**config.mk**
```make
export PLATFORM = sky130hd
export DESIGN_NAME = xu_exec
export DESIGN_NICKNAME = d
export VERILOG_FILES = /design/src/rtl/xu_pkg.sv /design/src/rtl/xu_arith.sv /design/src/rtl/xu_logic.sv /design/src/rtl/xu_shift.sv /design/src/rtl/xu_move.sv /design/src/rtl/xu_exec.sv
export SDC_FILE = /design/constraint.sdc
export NUM_CORES = 1
export LEC_CHECK = 0
export ABC_AREA = 1
export ABC_CLOCK_PERIOD_IN_PS = 12590
export BUFFER_PORTS_ARGS = -buffer_cell sky130_fd_sc_hd__buf_2
export CAP_MARGIN = 15
export CORE_AREA = 4 4 158 198
export DETAILED_ROUTE_END_ITERATION = 12
export DIE_AREA = 0 0 162 202
export PLACE_DENSITY_LB_ADDON = 0.3
export SETUP_SLACK_MARGIN = 0.2
export SYNTH_ARGS = -nofsm -noshare
export SYNTH_HDL_FRONTEND = slang
export SYNTH_SLANG_ARGS = --single-unit
export TNS_END_PERCENT = 50
```
**constraint.sdc**
```tcl
create_clock -name clk -period 12.59 [get_ports clk]
set_input_delay 1.259 -clock clk [delete_from_list [all_inputs] [get_ports clk]]
set_output_delay 1.259 -clock clk [all_outputs]
set_load 0.03 [all_outputs]
```
**src/rtl/xu_pkg.sv**
```systemverilog
package xu_pkg;

    localparam int unsigned XU_OP_W = 5;

    typedef enum logic [XU_OP_W-1:0] {
        XOP_NONE  = 5'd0,
        XOP_MOV   = 5'd1,
        XOP_MOVSX = 5'd2,
        XOP_ADD   = 5'd3,
        XOP_SUB   = 5'd4,
        XOP_INC   = 5'd5,
        XOP_DEC   = 5'd6,
        XOP_SHL   = 5'd7,
        XOP_SHR   = 5'd8,
        XOP_AND   = 5'd9,
        XOP_OR    = 5'd10,
        XOP_NOT   = 5'd11,
        XOP_XOR   = 5'd12,
        XOP_NAND  = 5'd13,
        XOP_NOR   = 5'd14,
        XOP_XNOR  = 5'd15,
        XOP_LDLO  = 5'd16,
        XOP_LDHI  = 5'd17
    } xu_op_e;

    typedef enum logic [2:0] {
        GRP_NONE,
        GRP_ARITH,
        GRP_LOGIC,
        GRP_SHIFT,
        GRP_MOVE
    } xu_grp_e;

    typedef struct packed {
        xu_grp_e grp;
        logic    writes;
    } xu_dec_t;

    function automatic xu_dec_t xu_decode(input logic [XU_OP_W-1:0] code);
        xu_dec_t d;
        d.writes = 1'b1;
        case (code)
            XOP_ADD, XOP_SUB, XOP_INC, XOP_DEC:              d.grp = GRP_ARITH;
            XOP_AND, XOP_OR, XOP_NOT, XOP_XOR,
            XOP_NAND, XOP_NOR, XOP_XNOR:                     d.grp = GRP_LOGIC;
            XOP_SHL, XOP_SHR:                                d.grp = GRP_SHIFT;
            XOP_MOV, XOP_MOVSX, XOP_LDLO, XOP_LDHI:          d.grp = GRP_MOVE;
            default: begin
                d.grp    = GRP_NONE;
                d.writes = 1'b0;
            end
        endcase
        return d;
    endfunction

endpackage

```
**src/rtl/xu_arith.sv**
```systemverilog
module xu_arith
    import xu_pkg::*;
#(
    parameter int unsigned DATA_W = 32
) (
    input  xu_op_e            op,
    input  logic [DATA_W-1:0] a,
    input  logic [DATA_W-1:0] b,
    input  logic [DATA_W-1:0] d,
    output logic [DATA_W-1:0] y
);
    localparam logic [DATA_W-1:0] ONE = DATA_W'(1);

    logic [DATA_W-1:0] lhs;
    logic [DATA_W-1:0] rhs;
    logic              subtract;

    // Increment and decrement reuse the adder with the destination as left operand.
    always_comb begin
        lhs      = a;
        rhs      = b;
        subtract = 1'b0;
        case (op)
            XOP_SUB: subtract = 1'b1;
            XOP_INC: begin lhs = d; rhs = ONE; end
            XOP_DEC: begin lhs = d; rhs = ONE; subtract = 1'b1; end
            default: ;
        endcase
        y = subtract ? (lhs - rhs) : (lhs + rhs);
    end
endmodule

```
**src/rtl/xu_logic.sv**
```systemverilog
module xu_logic
    import xu_pkg::*;
#(
    parameter int unsigned DATA_W = 32
) (
    input  xu_op_e            op,
    input  logic [DATA_W-1:0] a,
    input  logic [DATA_W-1:0] b,
    output logic [DATA_W-1:0] y
);
    logic [1:0] fsel;   // 0 and, 1 or, 2 xor, 3 pass a
    logic       inv;

    always_comb begin
        fsel = 2'd0;
        inv  = 1'b0;
        case (op)
            XOP_AND:  begin fsel = 2'd0; end
            XOP_OR:   begin fsel = 2'd1; end
            XOP_XOR:  begin fsel = 2'd2; end
            XOP_NAND: begin fsel = 2'd0; inv = 1'b1; end
            XOP_NOR:  begin fsel = 2'd1; inv = 1'b1; end
            XOP_XNOR: begin fsel = 2'd2; inv = 1'b1; end
            XOP_NOT:  begin fsel = 2'd3; inv = 1'b1; end
            default:  ;
        endcase
    end

    for (genvar i = 0; i < DATA_W; i++) begin : g_bit
        logic base;
        always_comb begin
            case (fsel)
                2'd0:    base = a[i] & b[i];
                2'd1:    base = a[i] | b[i];
                2'd2:    base = a[i] ^ b[i];
                default: base = a[i];
            endcase
        end
        assign y[i] = base ^ inv;
    end
endmodule

```
**src/rtl/xu_shift.sv**
```systemverilog
module xu_shift
    import xu_pkg::*;
#(
    parameter int unsigned DATA_W = 32,
    parameter int unsigned AMT_W  = 8
) (
    input  xu_op_e            op,
    input  logic [DATA_W-1:0] a,
    input  logic [DATA_W-1:0] d,
    input  logic [AMT_W-1:0]  imm_amt,
    output logic [DATA_W-1:0] y
);
    localparam int unsigned CMP_W = (AMT_W > 32) ? AMT_W : 32;

    logic [AMT_W-1:0] amt;
    logic [CMP_W-1:0] amt_ext;
    logic             overflow;

    // A nonzero destination supplies the amount; otherwise the immediate does.
    assign amt      = (d != '0) ? d[AMT_W-1:0] : imm_amt;
    assign amt_ext  = CMP_W'(amt);
    assign overflow = (amt_ext >= CMP_W'(DATA_W));

    always_comb begin
        if (overflow)
            y = '0;
        else if (op == XOP_SHR)
            y = a >> amt;
        else
            y = a << amt;
    end
endmodule

```
**src/rtl/xu_move.sv**
```systemverilog
module xu_move
    import xu_pkg::*;
#(
    parameter int unsigned DATA_W = 32,
    parameter int unsigned IMM_W  = 16,
    parameter int unsigned BYTE_W = 8
) (
    input  xu_op_e            op,
    input  logic [DATA_W-1:0] a,
    input  logic [DATA_W-1:0] d,
    input  logic [IMM_W-1:0]  imm,
    output logic [DATA_W-1:0] y
);
    localparam int unsigned KEEP_W = DATA_W - IMM_W;

    logic              fits_byte;
    logic              fits_half;
    logic [DATA_W-1:0] sx_byte;
    logic [DATA_W-1:0] sx_half;
    logic [DATA_W-1:0] sx_val;

    assign fits_byte = (a >> BYTE_W) == '0;
    assign fits_half = (a >> IMM_W) == '0;
    assign sx_byte   = {{(DATA_W-BYTE_W){a[BYTE_W-1]}}, a[BYTE_W-1:0]};
    assign sx_half   = {{(DATA_W-IMM_W){a[IMM_W-1]}}, a[IMM_W-1:0]};
    assign sx_val    = fits_byte ? sx_byte : (fits_half ? sx_half : a);

    always_comb begin
        case (op)
            XOP_MOVSX: y = sx_val;
            XOP_LDLO:  y = {d[DATA_W-1:IMM_W], imm};
            XOP_LDHI:  y = {imm, d[KEEP_W-1:0]};
            default:   y = a;
        endcase
    end
endmodule

```
**src/rtl/xu_exec.sv**
```systemverilog
module xu_exec
    import xu_pkg::*;
#(
    parameter int unsigned DATA_W = 32,
    parameter int unsigned IMM_W  = 16,
    parameter int unsigned AMT_W  = 8
) (
    input  logic              clk,
    input  logic              rst,
    input  logic              in_valid,
    input  logic [4:0]        op,
    input  logic [DATA_W-1:0] src_a,
    input  logic [DATA_W-1:0] src_b,
    input  logic [DATA_W-1:0] dst_cur,
    input  logic [IMM_W-1:0]  imm,
    output logic              res_we,
    output logic [DATA_W-1:0] res_data
);
    xu_op_e            op_e;
    xu_dec_t           dec;
    logic [DATA_W-1:0] y_arith;
    logic [DATA_W-1:0] y_logic;
    logic [DATA_W-1:0] y_shift;
    logic [DATA_W-1:0] y_move;
    logic [DATA_W-1:0] y_sel;

    assign op_e = xu_op_e'(op);
    assign dec  = xu_decode(op);

    xu_arith #(.DATA_W(DATA_W)) u_arith (
        .op(op_e), .a(src_a), .b(src_b), .d(dst_cur), .y(y_arith)
    );

    xu_logic #(.DATA_W(DATA_W)) u_logic (
        .op(op_e), .a(src_a), .b(src_b), .y(y_logic)
    );

    xu_shift #(.DATA_W(DATA_W), .AMT_W(AMT_W)) u_shift (
        .op(op_e), .a(src_a), .d(dst_cur), .imm_amt(imm[AMT_W-1:0]), .y(y_shift)
    );

    xu_move #(.DATA_W(DATA_W), .IMM_W(IMM_W)) u_move (
        .op(op_e), .a(src_a), .d(dst_cur), .imm(imm), .y(y_move)
    );

    always_comb begin
        case (dec.grp)
            GRP_ARITH: y_sel = y_arith;
            GRP_LOGIC: y_sel = y_logic;
            GRP_SHIFT: y_sel = y_shift;
            default:   y_sel = y_move;
        endcase
    end

    always_ff @(posedge clk) begin
        if (rst) begin
            res_we   <= 1'b0;
            res_data <= '0;
        end else begin
            res_we <= in_valid && dec.writes;
            if (in_valid && dec.writes)
                res_data <= y_sel;
        end
    end


    idle_hold_chk: assert property (@(posedge clk) disable iff (rst)
        !in_valid |=> (!res_we && $stable(res_data)));


    no_write_chk: assert property (@(posedge clk) disable iff (rst)
        (in_valid && (op == 5'd0 || op > 5'd17)) |=> !res_we);


    inc_wrap_chk: assert property (@(posedge clk) disable iff (rst)
        (in_valid && op == 5'd5) |=> (res_we && res_data == $past(dst_cur) + 1'b1));


    lo_merge_chk: assert property (@(posedge clk) disable iff (rst)
        (in_valid && op == 5'd16) |=>
            (res_data[DATA_W-1:IMM_W] == $past(dst_cur[DATA_W-1:IMM_W]) &&
             res_data[IMM_W-1:0] == $past(imm)));


    hi_merge_chk: assert property (@(posedge clk) disable iff (rst)
        (in_valid && op == 5'd17) |=>
            (res_data[IMM_W-1:0] == $past(dst_cur[IMM_W-1:0]) &&
             res_data[DATA_W-1:IMM_W] == $past(imm)));


    shift_big_chk: assert property (@(posedge clk) disable iff (rst)
        (in_valid && (op == 5'd7 || op == 5'd8) && dst_cur == '0 &&
         imm[AMT_W-1:0] >= AMT_W'(DATA_W)) |=> (res_data == '0));
endmodule

```
Word level (Yosys, flattened, before mapping)
Index checks and enable logic that the tools add are counted.
Cells by class
  add/sub/neg operators: 2
  order comparisons: 1
  eq/ne operators: 22
  shifts and indexed selects: 2
  mux-type cells: 47
  bitwise logic cells: 128
  reduce and logical (&&, ||, !) cells: 15
Operators by type and width (number)
  $mux 32: 7
  $pmux 32 s3: 2
  $pmux 1 s3: 32
  $logic_not 32->1: 2
  $xor 1x1->1: 64
  $eq 5x4->1 const B: 8
  $add 32x32->32: 1
  $and 1x1->1: 32
  $or 1x1->1: 32
  $reduce_bool 32->1: 1
  $shl 32x8->32: 1
  $shr 32x8->32: 1
  $sub 32x32->32: 1
  $eq 5x3->1 const B: 4
  $reduce_or 17->1: 1
  $pmux 3 s4: 1
  $reduce_or 4->1: 3
  $eq 5x2->1 const B: 2
  $eq 5x5->1 const B: 2
  $reduce_or 2->1: 5
  $ge 8x6->1 const B: 1
  $mux 8: 1
  $reduce_or 7->1: 1
  $eq 3x2->1 const B: 2
  other kinds (8): 10
Storage, ports and cells
  flip-flop bits (word level): 33
  input bits: 120
  output and inout bits: 33
  word-level logic and storage cells: 219

Longest topological paths before layout
  depth after elaboration: 7
  mapped depth: 32
  depth with buffers taken out: 31

Modules after synthesis
Synthesis repeated with hierarchy kept, for this count alone.
Unflattened totals
  cells, all modules: 2636
  area, all modules: 13761.9 sq um
By module, submodules not included
  xu_shift: times used 1, cells each 808, area each 3669.8 sq um, sequential area each 0.0 sq um
  xu_arith: times used 1, cells each 670, area each 3631.0 sq um, sequential area each 0.0 sq um
  xu_logic: times used 1, cells each 533, area each 2891.5 sq um, sequential area each 0.0 sq um
  xu_exec: times used 1, cells each 361, area each 2253.4 sq um, sequential area each 660.6 sq um
  xu_move: times used 1, cells each 264, area each 1316.3 sq um, sequential area each 0.0 sq um

Worst setup path after synthesis
OpenSTA, ideal clock, no wires.
  kind: input to register
  from: input op[4]
  to: register res_data[29]
  arrival time: 4.747 ns
  required time: 12.481 ns
  setup slack: 7.734 ns
  stages: 30
  buffers on the path: 2
  cell sequence: inv_2 nand3_1 inv_2 nand2_4 clkbuf_1 clkbuf_1 nand2_1 ha_1 nand2_1 nor3_2 nand2_1 nor2_4 nand4_2 nor2_2 nand2_1 nand2_1 xor2_1 inv_1 ha_1 a21oi_1 o21ai_0 a21oi_1 o211ai_1 nand2_1 o211ai_1 or2_2 nand3_1 nand3_1 nand2_1 inv_1
On the way
  cells in the longest elaborated chain, start to end: 7
  elaborated cells between the ends (all ways): 50
  those cells by class: add/sub: 2; eq/ne: 22; mux: 13; bitwise: 1; reduce/logical: 12
Ends and longest elaborated chain
  from (decl): line xu_exec.sv:11  | input logic [4:0] op,
  branches (longest 7 deep; another with $add 32x32->32)
  to (signal assigned): line xu_exec.sv:62  | res_data <= y_sel;
  to (decl): line xu_exec.sv:17  | output logic [DATA_W-1:0] res_data
Parallel ways; which one is timed is not known.
A chain may end at the register's enable or synchronous reset.

Final worst setup path
  from: input op[1]
  to: register res_data[21]
Same word-level chain as after synthesis.

==> impl_metrics.json <==
{
  "status": "completed",
  "max-clock-path-buffers": 2,
  "antenna_found_initial": 1,
  "p_comb_share_pct": 70.6,
  "p_int_uw": 348,
  "clkPwrFrac_pct": 14.7,
  "initial_core_util_pct": 39.7,
  "relSlewSlack_pct": 27.6,
  "yosysTopAreaCellShare_pct": 18.0,
  "hold_viol": 0,
  "num_antenna_cells": 0,
  "yosysUniqueCellTypes": 51,
  "synth_cells": 2183,
  "ant_nets": 0,
  "seq_area_um2": 661,
  "crit_slowest_cell": "o21ai_0",
  "avgSynthCellArea_um2": 5.32,
  "switching_share_pct": 56.7,
  "drive_above_1_share_pct": 11.4,
  "share_seq_of_total_power_pct": 14.7,
  "vias_per_cell": 6.10,
  "place_hpwl_um": 54700,
  "synthToLayoutAreaGrowth_pct": 9.46,
  "tritoncts": "built",
  "synth_top_area_cell": "nand2_1",
  "holdCritPathClass": "flop to flop",
  "vias": 16100,
  "multi_input_area_um2": 9550,
  "overflow": 0,
  "die_x_um": 162,
  "cp.required_ns": 12.77,
  "cp-end-kind": "flop",
  "core_um2": 29300,
  "wl_per_cell_um": 25.9,
  "ys_seq_area_share_pct": 5.69,
  "grt_first_pass_wirelength_um": 99200,
  "post-route-period-util_pct": 46.6,
  "leakagePower_uw": 0.00654,
  "total_power_uw": 804,
  "fin_ws_ns": 6.73,
  "cts_resized": 0,
  "r2r_slack_ns": 11.85,
  "slowest_delay_ns": 0.53,
  "synth_area_leaders": "nand2_1 18%, nand3_1 14%, ha_1 10%",
  "setup_viol": 0,
  "clk_pin_slew_ns": 0.06,
  "first_pass_iters": 6,
  "fin_hold_ws_ns": 0.468,
  "h-tree-depth": 2,
  "crit_path_start_kind": "input port",
  "nFillCells": 3455,
  "place_congestion": 1.09,
  "fmax_mhz": 171,
  "drt-total-wl_um": 68400,
  "io_buffers": 152,
  "synth_seq_cells": 33,
  "synth_area_um2": 11600,
  "cap_viol_max_count": 0,
  "ctsRootBufferMaster": "clkbuf_16",
  "dieArea_um2": 32700,
  "place_ws_ns": 6.57,
  "synth-warning-count": 0,
  "rsz0062_at_grt": "no",
  "synthArstFlopShare_pct": 0,
  "arrival_ns": 6.04,
  "skew_ns": 0,
  "syn-num-nets": 2400,
  "worstPathCellList": "buf_2 > nor2_2 > nor2_4 > nand2_4 > clkinv_4 > nor2_1 > nor2_2 > nand2_1 > o31ai_1 > xnor2_1 > inv_1 > ha_1 > nand2_1 > nor3_1 > a21oi_1 > o21ai_0 > a21oi_1 > o21ai_0 > a21oi_1 > or2_2 > nand3_1 > nand4_1 > nand2_1 > inv_1",
  "powerDensity_nw_per_um2": 63.3,
  "dr.first_iter.drc_count": 1615,
  "ios": 153,
  "core.rowCount": 70,
  "die_h_um": 202,
  "max_slew.worst_pin.slew_ns": 1.08,
  "ir_drop_v": 0.0000720,
  "cts.sinks": 33,
  "grt_max_degree": 69,
  "maxSlewViolCount": 0,
  "critPathKind": "input port to flop",
  "grt.total_usage_pct": 40.2,
  "fin_nets": 2461,
  "post_cts_buffers": 0,
  "synth.most_common_cell": "nand2_1",
  "synth-edff-count": 0,
  "synth_common_cells": "558 x nand2_1, 321 x nand3_1, 224 x inv_1",
  "drc_errors": 0,
  "cp_max_fo": 68,
  "switchingPower_uw": 456,
  "synth_ff_type": "dfxtp_1",
  "ctsHoldBuffers": 0,
  "clk-insertion-delay-late_ns": 0.28,
  "cts_made_buffers": 5,
  "finalSetupTns_ns": 0,
  "period_minus_slack_ns": 5.86,
  "grt_pass1_vias": 15800
}
routing by layer:
metal | vias up | part of all wire, % | track usage (%)
li1 | 7480 | - | -
met1 | 7476 | 35 | 42.9
met2 | 871 | 45 | 65.6
met3 | 291 | 6.9 | 6.14
met4 | 2 | 13 | 40.6
met5 | - | 0.018 | 0
cell families after synthesis:
logic type	synth area share [%]
xor+xnor	3.32
buf+inv	12.5
simple gates	44.4
compound gates	23.5
flops	5.69
fa+ha+maj	10.5
mux	0.0862
power groups by stage:
stage / combinational, uW / sequential [uW] / clock (uW)
detailed placement: 550 / 120 / 0
finish: 568 / 118 / 118
global route: 614 / 119 / 123
floorplan: 334 / 137 / 0
global placement: 549 / 120 / 0
CTS: 553 / 118 / 120
layout by cell type (no fill, tap or decap), drive strengths merged, types with 34 or more instances in the layout:
cell type	netlist	layout
nand3	321	321
ha	96	96
nor2	200	200
inv	246	246
buf	50	171
a21oi	158	158
o21ai	180	180
o2111ai	38	38
nand2	566	566
o211ai	34	34
stage by stage:
| step | instances | utilization, % | instance area, um^2 |
|---|---|---|---|
| floorplan | 2183 | - | 11600 |
| global placement | 2632 | 42.9 | 12500 |
| detailed placement | 2632 | 42.9 | 12500 |
| CTS | 2640 | 43.3 | 12700 |
| global route | 2641 | 43.4 | 12700 |
| finish | 2641 | 43.4 | 12700 |
worst max-delay path: cells and delay by family:
family,cells,cell delay (ns)
AO/OA/AOI/OAI,6,1.49
buffers and inverters,4,0.67
AND/OR/NAND/NOR,12,2.03
XOR/XNOR,1,0.20
adder cells (fa/ha/maj),1,0.36
path summary, 6_finish.rpt:
| path | startpoint | endpoint | cells past startpoint |
|---|---|---|---|
| setup / recovery | op[1] | res_data[21] | 24 |
| hold reg to reg | res_data[3] | res_data[3] | 2 |
| setup reg to reg | res_data[16] | res_data[16] | 4 |
| hold / removal | res_data[3] | res_data[3] | 2 |
state kept, by name, indices dropped and copies added (netlist names):
| signal | count |
|---|---|
| res_data | 32 |
| res_we | 1 |
final cells by class:
type	count	share of cell area, %
Multi-Input combinational cell	1785	75.1
Sequential cell	33	5.20
Timing Repair Buffer	171	7.27
Clock buffer	5	0.985
Clock inverter	3	0.138
Inverter	248	7.37
Tap cell	396	3.90
(Power assumes the default switching activity.)
